`src/rtl/kmp_pkg.sv`:
```
package kmp_pkg;
   localparam int unsigned NIB    = 4;
   localparam int unsigned NPORT  = 4;
   localparam int unsigned BANK_W = 2;
   localparam int unsigned DM_AW  = 7;
   localparam int unsigned RF_AW  = 6;

   // data-memory addresses: port k sits at ADR_PORT0 + k
   localparam int unsigned ADR_PORT0 = 'h70;
   // register-file addresses
   localparam int unsigned ADR_BDIR  = 'h26;
   localparam int unsigned ADR_CDDIR = 'h37;
   localparam int unsigned CDIR_BIT  = 2;
   localparam int unsigned DDIR_BIT  = 3;

   typedef enum logic [1:0] {
      DIR_INPUT_ONLY = 2'd0,
      DIR_PER_BIT    = 2'd1,
      DIR_GROUP      = 2'd2
   } dir_mode_e;

   // direction scheme of each port, index 0 .. 3
   function automatic dir_mode_e port_mode(input int unsigned idx);
      case (idx)
         0:       return DIR_INPUT_ONLY;
         1:       return DIR_PER_BIT;
         default: return DIR_GROUP;
      endcase
   endfunction
endpackage

```
`src/rtl/kmp_sync.sv`:
```
module kmp_sync #(
   parameter int unsigned W      = 4,
   parameter int unsigned STAGES = 2
) (
   input  logic         clk,
   input  logic         rst_n,
   input  logic [W-1:0] d,
   output logic [W-1:0] q
);
   if (STAGES < 2) begin : g_bad_stages
      $error("kmp_sync: STAGES must be at least 2");
   end

   logic [W-1:0] stage [STAGES];

   always_ff @(posedge clk or negedge rst_n) begin
      if (!rst_n) begin
         for (int i = 0; i < int'(STAGES); i++) stage[i] <= '1;
      end else begin
         stage[0] <= d;
         for (int i = 1; i < int'(STAGES); i++) stage[i] <= stage[i-1];
      end
   end

   assign q = stage[STAGES-1];
endmodule

```
`src/rtl/kmp_dirctl.sv`:
```
module kmp_dirctl #(
   parameter int unsigned NIB   = kmp_pkg::NIB,
   parameter int unsigned RF_AW = kmp_pkg::RF_AW
) (
   input  logic             clk,
   input  logic             rst_n,
   input  logic [RF_AW-1:0] rf_addr,
   input  logic             rf_wr,
   input  logic [NIB-1:0]   rf_wdata,
   output logic [NIB-1:0]   rf_rdata,
   output logic [NIB-1:0]   dir_b,
   output logic             dir_c,
   output logic             dir_d
);
   import kmp_pkg::*;

   localparam logic [RF_AW-1:0] A_B  = RF_AW'(ADR_BDIR);
   localparam logic [RF_AW-1:0] A_CD = RF_AW'(ADR_CDDIR);

   if (CDIR_BIT >= NIB || DDIR_BIT >= NIB || CDIR_BIT == DDIR_BIT) begin : g_bad_bits
      $error("kmp_dirctl: group direction bits must be distinct and inside the nibble");
   end

   always_ff @(posedge clk or negedge rst_n) begin
      if (!rst_n) begin
         dir_b <= '0;
         dir_c <= 1'b1;
         dir_d <= 1'b1;
      end else if (rf_wr) begin
         if (rf_addr == A_B) dir_b <= rf_wdata;
         if (rf_addr == A_CD) begin
            dir_c <= rf_wdata[CDIR_BIT];
            dir_d <= rf_wdata[DDIR_BIT];
         end
      end
   end

   always_comb begin
      rf_rdata = '0;
      if (rf_addr == A_B) begin
         rf_rdata = dir_b;
      end else if (rf_addr == A_CD) begin
         rf_rdata[CDIR_BIT] = dir_c;
         rf_rdata[DDIR_BIT] = dir_d;
      end
   end
endmodule

```
`src/rtl/kmp_port.sv`:
```
module kmp_port #(
   parameter int unsigned NIB = kmp_pkg::NIB
) (
   input  logic           clk,
   input  logic           rst_n,
   input  logic           wr_en,
   input  logic [NIB-1:0] wdata,
   input  logic [NIB-1:0] dir_out,
   input  logic [NIB-1:0] pin_sync,
   output logic [NIB-1:0] rd_val,
   output logic [NIB-1:0] drive_low,
   output logic [NIB-1:0] pull_en
);
   logic [NIB-1:0] latch_q;

   // the latch is written whatever the direction
   always_ff @(posedge clk or negedge rst_n) begin
      if (!rst_n)     latch_q <= '0;
      else if (wr_en) latch_q <= wdata;
   end

   assign rd_val    = (dir_out & latch_q) | (~dir_out & pin_sync);
   assign drive_low = dir_out & ~latch_q;
   assign pull_en   = ~dir_out;
endmodule

```
`src/rtl/kmp_wake.sv`:
```
module kmp_wake #(
   parameter int unsigned PW = 16
) (
   input  logic          clk,
   input  logic          rst_n,
   input  logic          standby,
   input  logic [PW-1:0] pin_sync,
   input  logic [PW-1:0] in_mode,
   output logic          wake_req
);
   logic live, held;

   assign live = |(in_mode & ~pin_sync);

   always_ff @(posedge clk or negedge rst_n) begin
      if (!rst_n)        held <= 1'b0;
      else if (!standby) held <= 1'b0;
      else if (live)     held <= 1'b1;
   end

   assign wake_req = standby & (live | held);
endmodule

```
`src/rtl/keymx_port_bank.sv`:
```
module keymx_port_bank #(
   parameter int unsigned NIB         = kmp_pkg::NIB,
   parameter int unsigned BANK_W      = kmp_pkg::BANK_W,
   parameter int unsigned DM_AW       = kmp_pkg::DM_AW,
   parameter int unsigned RF_AW       = kmp_pkg::RF_AW,
   parameter int unsigned SYNC_STAGES = 2
) (
   input  logic                    clk,
   input  logic                    rst_n,
   input  logic [BANK_W-1:0]       dm_bank,
   input  logic [DM_AW-1:0]        dm_addr,
   input  logic                    dm_wr,
   input  logic [NIB-1:0]          dm_wdata,
   output logic [NIB-1:0]          dm_rdata,
   input  logic [RF_AW-1:0]        rf_addr,
   input  logic                    rf_wr,
   input  logic [NIB-1:0]          rf_wdata,
   output logic [NIB-1:0]          rf_rdata,
   input  logic [4*NIB-1:0]        pin_in,
   output logic [4*NIB-1:0]        pin_drive_low,
   output logic [4*NIB-1:0]        pin_pullup,
   input  logic                    standby,
   output logic                    wake_req
);
   import kmp_pkg::*;

   localparam int unsigned NP = NPORT;
   localparam int unsigned PW = NP * NIB;

   if (NIB < 4) begin : g_bad_nib
      $error("keymx_port_bank: NIB must be at least 4");
   end
   if ((1 << DM_AW) <= ADR_PORT0 + NP - 1) begin : g_bad_dmaw
      $error("keymx_port_bank: DM_AW too narrow for port addresses");
   end

   logic [PW-1:0]  pin_sync;
   logic [NIB-1:0] dir_b;
   logic           dir_c, dir_d;
   logic [NIB-1:0] dir_vec [NP];
   logic [NIB-1:0] rd_val  [NP];
   logic [PW-1:0]  in_mode;
   logic           bank0;

   assign bank0 = (dm_bank == '0);

   kmp_sync #(.W(PW), .STAGES(SYNC_STAGES)) u_sync (
      .clk(clk), .rst_n(rst_n), .d(pin_in), .q(pin_sync)
   );

   kmp_dirctl #(.NIB(NIB), .RF_AW(RF_AW)) u_dir (
      .clk(clk), .rst_n(rst_n),
      .rf_addr(rf_addr), .rf_wr(rf_wr), .rf_wdata(rf_wdata), .rf_rdata(rf_rdata),
      .dir_b(dir_b), .dir_c(dir_c), .dir_d(dir_d)
   );

   for (genvar p = 0; p < int'(NP); p++) begin : g_port
      localparam dir_mode_e MODE = port_mode(p);
      localparam logic [DM_AW-1:0] MY_ADR = DM_AW'(ADR_PORT0 + p);
      logic [NIB-1:0] nib_sync;
      assign nib_sync = pin_sync[p*NIB +: NIB];

      if (MODE == DIR_INPUT_ONLY) begin : g_in
         assign dir_vec[p]                 = '0;
         assign rd_val[p]                  = nib_sync;
         assign pin_drive_low[p*NIB +: NIB] = '0;
         assign pin_pullup[p*NIB +: NIB]    = '1;
      end else begin : g_io
         logic wr_en;
         assign wr_en = dm_wr & bank0 & (dm_addr == MY_ADR);
         if (MODE == DIR_PER_BIT) begin : g_bit
            assign dir_vec[p] = dir_b;
         end else begin : g_grp
            assign dir_vec[p] = {NIB{(p == 2) ? dir_c : dir_d}};
         end
         kmp_port #(.NIB(NIB)) u_port (
            .clk(clk), .rst_n(rst_n),
            .wr_en(wr_en), .wdata(dm_wdata),
            .dir_out(dir_vec[p]), .pin_sync(nib_sync),
            .rd_val(rd_val[p]),
            .drive_low(pin_drive_low[p*NIB +: NIB]),
            .pull_en(pin_pullup[p*NIB +: NIB])
         );
      end
      assign in_mode[p*NIB +: NIB] = ~dir_vec[p];
   end

   always_comb begin
      dm_rdata = '0;
      if (bank0) begin
         for (int p = 0; p < int'(NP); p++) begin
            if (dm_addr == DM_AW'(ADR_PORT0 + p)) dm_rdata = rd_val[p];
         end
      end
   end

   kmp_wake #(.PW(PW)) u_wake (
      .clk(clk), .rst_n(rst_n), .standby(standby),
      .pin_sync(pin_sync), .in_mode(in_mode), .wake_req(wake_req)
   );
endmodule

```
`config.mk`:
```
export PLATFORM = sky130hd
export DESIGN_NAME = keymx_port_bank
export DESIGN_NICKNAME = d
export VERILOG_FILES = /design/src/rtl/kmp_pkg.sv /design/src/rtl/kmp_sync.sv /design/src/rtl/kmp_dirctl.sv /design/src/rtl/kmp_port.sv /design/src/rtl/kmp_wake.sv /design/src/rtl/keymx_port_bank.sv
export SDC_FILE = /design/constraint.sdc
export NUM_CORES = 1
export LEC_CHECK = 0
export BUFFER_PORTS_ARGS = -buffer_cell sky130_fd_sc_hd__buf_2
export CAP_MARGIN = 20
export CORE_MARGIN = 8
export CORE_UTILIZATION = 30
export CTS_CLUSTER_SIZE = 25
export DETAILED_ROUTE_END_ITERATION = 6
export HOLD_SLACK_MARGIN = 0.15
export PLACE_DENSITY_LB_ADDON = 0.15
export SYNTH_ARGS = -nofsm -noshare
export SYNTH_HDL_FRONTEND = slang
export SYNTH_SLANG_ARGS = --single-unit
```
`constraint.sdc`:
```
create_clock -name clk -period 3.88 [get_ports clk]
set_clock_uncertainty 0.15 [all_clocks]
set_input_delay 0.776 -clock clk [delete_from_list [all_inputs] [get_ports clk]]
set_output_delay 0.776 -clock clk [all_outputs]
set_load 0.005 [all_outputs]
```
# == Word level (Yosys, flattened, before mapping) ==
# Index checks and enable logic that the tools add are counted.
# op_classes
n_shift,0
addsub,0
n_lt_le_gt_ge,0
reduce_logical,4
n_eq_ne,7
multipliers,0
n_bitwise,26
muxes,10
div,0
# op_table
operator,count
4-bit AND,9
7-bit == test (second input constant),4
4-bit inverter,6
4-bit 2-to-1 mux,5
16-bit AND,1
16-bit inverter,1
16-bit OR reduction,1
6-bit == test (second input constant),2
4-bit bitwise OR,3
2-bit 2-to-1 mux,3
1-bit AND,5
2-bit AND reduction,2
2-bit logical NOT,1
1-bit 2-to-1 mux,2
2-bit by 1-bit inequality test with 1-bit output (second input constant),1
1-bit bitwise OR,1
# totals
mem_bits_ro,0
n_memories,0
mem_bits_rw,0
latchBits,0
in_bits,44
reg_bits,51

# == Depth between registers and ports, before layout ==
# depth
word_depth,7
mapped_depth,4
depth_no_buf,3

# == By module ==
# A second synthesis with hierarchy kept.
# hier_totals
cells_unflattened,196
hier_area_um2,2423.6
# modules_own_cells
mod,cells_each,area_each_um2,seq_area_each_um2,n_inst
kmp_sync,48,960.9,840.8,1
kmp_port,20,230.2,100.1,3
kmp_dirctl,23,324.1,152.6,1
keymx_port_bank,36,277.8,0.0,1
kmp_wake,29,170.2,25.0,1

# == Worst setup path before layout ==
# Ideal clock, no wire load.
# synth_timing
kind,input -> output
startpoint,input port dm_addr[3]
endpoint,output port dm_rdata[0]
t_arrival_ns,1.721
path_buffers,0
path_stages,3
required_time_ns,2.954
slack_ns,1.233
cell_sequence,nor4_2 nand2_1 a2111oi_0
# synth_via
elab_chain_len,6
# synth_rtl
item,line,source
start: declaration,keymx_port_bank.sv:11,"input logic [DM_AW-1:0] dm_addr,"
7-bit == test,keymx_port_bank.sv:92,if (dm_addr == DM_AW'(ADR_PORT0 + p)) dm_rdata = rd_val[p];
4-bit 2-to-1 mux (3 in series),keymx_port_bank.sv:92,
4-bit 2-to-1 mux *,keymx_port_bank.sv:92,
4-bit 2-to-1 mux *,keymx_port_bank.sv:90,if (bank0) begin
end: declaration,keymx_port_bank.sv:14,"output logic [NIB-1:0] dm_rdata,"
# Every way passes the cells marked *; elsewhere a longest branch is shown, timed or not.

# == Worst setup path after layout ==
# layout_timing
startpoint,input port dm_addr[3]
endpoint,output port dm_rdata[3]
# Same word-level chain as after synthesis.

==> impl_metrics.json <==
{
  "core-area_sq_um": 7180,
  "initial_core_util_pct": 30.5,
  "tightest_slew_ns": 0.848,
  "die_h_microns": 101,
  "grt_pass1_wl_microns": 8220,
  "irDropWorstVdd_v": 0.000184,
  "globalplace.congestion": 0.777,
  "crit_fanout": 4,
  "drcViolationCount": 0,
  "powerDensity_nw_per_um2": 394,
  "cp_common_cell": "buf_2",
  "ys_seq_area_share_pct": 60.3,
  "synth_edf_count": 0,
  "num_antenna_cells": 0,
  "reg2regPathDepth": 3,
  "path_class": "primary input to output port",
  "swShare_pct": 25.8,
  "first_iter_violations": 39,
  "cts.sinks": 51,
  "dr_total_vias": 1412,
  "seq_power_share_pct": 57.0,
  "synth_seq_cells": 51,
  "setup_viol": 0,
  "yosysWarnings": 0,
  "cap_violations": 0,
  "cts_max_level": 2,
  "start_kind": "primary input",
  "hold_violations": 0,
  "period_share_pct": 78.2,
  "grt_start_max_net_pins": 40,
  "p_total_w": 0.00106,
  "holdPathEnd": "u_sync.q[8]",
  "hpwlAfterDp_microns": 4270,
  "path_cells": "buf_2 -> nor4_2 -> nand2_1 -> a2111oi_0 -> buf_2",
  "min_from": "u_sync.stage[24]",
  "yosysUniqueCellTypes": 35,
  "clock-root-buffer": "clkbuf_8",
  "min_path_cells": 0,
  "rows": 31,
  "syn_to_final_growth_pct": 22.9,
  "routed_wl_microns": 5250,
  "slew_headroom_pct": 43.4,
  "ant_nets": 0,
  "reg2reg_slack_ns": 2.18,
  "via_per_inst": 4.18,
  "cts_hold_buf": 0,
  "share_comb_of_total_power_pct": 14.5,
  "cts_setup_buffers": 0,
  "layout_common_cells": "buf_2 (76), dfstp_2 (34), dfrtp_1 (17)",
  "pwr-share-clk_pct": 28.6,
  "p_sw_w": 0.000274,
  "rr_endpoint": "u_wake.held",
  "reg2reg_from": "u_sync.q[2]",
  "arrival_ns": 2.11,
  "cts_resized": 0,
  "gr-total-overflow": 0,
  "clock_path_buffers": 2,
  "first_global_vias": 1595,
  "syn_area_per_cell_sq_um": 13.3,
  "leakage_nw": 1.27,
  "die_w_microns": 101,
  "slowest_stage": "nor4_2",
  "path_delay_family": "simple AND/OR/NAND/NOR gates",
  "netlist_instances": 165,
  "dr.pass1.iters": 4,
  "cts_buffers": 5,
  "synth-async-reset-ratio_pct": 100,
  "avgRoutedWirePerCell_microns": 15.5,
  "dieArea_sq_um": 10300,
  "worstSkewPairLatency_ns": 0.29,
  "critPathMaxStageDelay_ns": 0.46,
  "final_common_cell": "buf_2",
  "layout-drive-gt1-share_pct": 59.4,
  "syn-cell-area_sq_um": 2190,
  "io_pins": 85,
  "critPathBufInv": 2,
  "min_path_type": "flip-flop to flip-flop",
  "nNetsFinal": 282,
  "finalCriticalPeriod_ns": 3.04,
  "run_status": "complete, no violations",
  "rsz0062_at_grt": "no",
  "cp.required_ns": 2.95,
  "grtUsageTotal_pct": 10.5,
  "drv_slew": 0,
  "antenna_found_initial": 1,
  "cts_tree": "yes",
  "fmax_mhz": 329,
  "nFillCells": 745,
  "p_int_w": 0.000785,
  "clk_pin_slew_ns": 0.09,
  "synth_ff_type": "dfstp_2",
  "io_buffers": 76,
  "cp-end-kind": "output port",
  "setup_tns_ns": 0
}
[layer usage]
metal,vias up,routed length [microns],part of all wire [%],GRT usage (%)
met2,44,2540,48,17.4
met5,-,12,0.23,0
li1,699,-,-,-
met4,2,19,0.36,2.41
met1,663,2260,43,12.3
met3,4,422,8.0,4.40
[cells in the mapped netlist (2+ instances only)]
library cell	number	area, sq um
dfstp_2	34	893
dfrtp_1	17	425
mux2_2	16	180
buf_4	14	105
nor2_1	13	48.8
inv_1	9	33.8
nor2b_1	9	56.3
mux2i_1	5	50.1
mux2_4	4	60.1
nand3_1	4	20.0
buf_2	3	15.0
nand2_1	3	11.3
nand4_1	3	18.8
a2111oi_0	2	17.5
a211oi_1	2	15.0
a21oi_1	2	10.0
a41oi_1	2	17.5
conb_1	2	7.51
nor4_1	2	12.5
o21a_1	2	15.0
o21bai_1	2	15.0
o41a_1	2	22.5
[worst max path at each step]
stage                             end        from  cells after the start
after floorplan           dm_rdata[0]  dm_addr[3]                      3
after global placement    dm_rdata[0]  dm_addr[3]                      5
after detailed placement  dm_rdata[3]  dm_addr[3]                      5
after CTS                 dm_rdata[0]  dm_addr[3]                      5
after global routing      dm_rdata[0]  dm_addr[3]                      5
final                     dm_rdata[3]  dm_addr[3]                      5
[power by group through the flow]
stage / registers, W / clock network, W / logic (W)
final: 0.000603 / 0.000302 / 0.000153
after global routing: 0.000609 / 0.000338 / 0.000172
after detailed placement: 0.000613 / 0 / 0.000158
after CTS: 0.000604 / 0.000320 / 0.000158
after floorplan: 0.000596 / 0 / 0.0000969
after global placement: 0.000613 / 0 / 0.000158
[cell type report]
type                       count  area [sq um]  area share [%]
clock buffer                   6          72.6            2.70
clock inverter                 2          15.0           0.558
inverter                       9          33.8            1.26
multi-input combinational     94           738            27.4
sequential                    51          1320            49.0
tap                           99           124            4.60
timing repair buffer          77           388            14.4
[registers in the layout, summed over array words and instances, names as in the netlist]
| name | cells |
|---|---|
| u_sync.q | 16 |
| u_sync.stage | 16 |
| g_port.g_io.u_port.latch_q | 12 |
| u_dir.dir_b | 4 |
| u_dir.dir_c | 1 |
| u_dir.dir_d | 1 |
| u_wake.held | 1 |
[logic make-up (layout without fill, tap and decap cells)]
kind of cell / Yosys count / count (layout) / share of synthesized area, %
AO/OA/AOI/OAI: 18 / 18 / 6.57
buffers and inverters: 26 / 94 / 7.03
other: 2 / 8 / 0.343
flip-flops: 51 / 51 / 60.3
AND/OR/NAND/NOR: 42 / 42 / 11.5
multiplexers: 26 / 26 / 14.3
[metrics by stage]
stage	util, %	worst slack [ns]	hold slack [ns]	std cells	cell area [sq um]
after floorplan	-	1.23	0.195	171	2210
after global placement	36.3	0.855	0.197	330	2600
after detailed placement	36.3	0.849	0.197	330	2600
after global routing	37.5	0.644	0.214	338	2690
final	37.5	0.844	0.209	338	2690
after CTS	37.5	0.844	0.211	338	2690
Power figures use the tool's default switching activity.
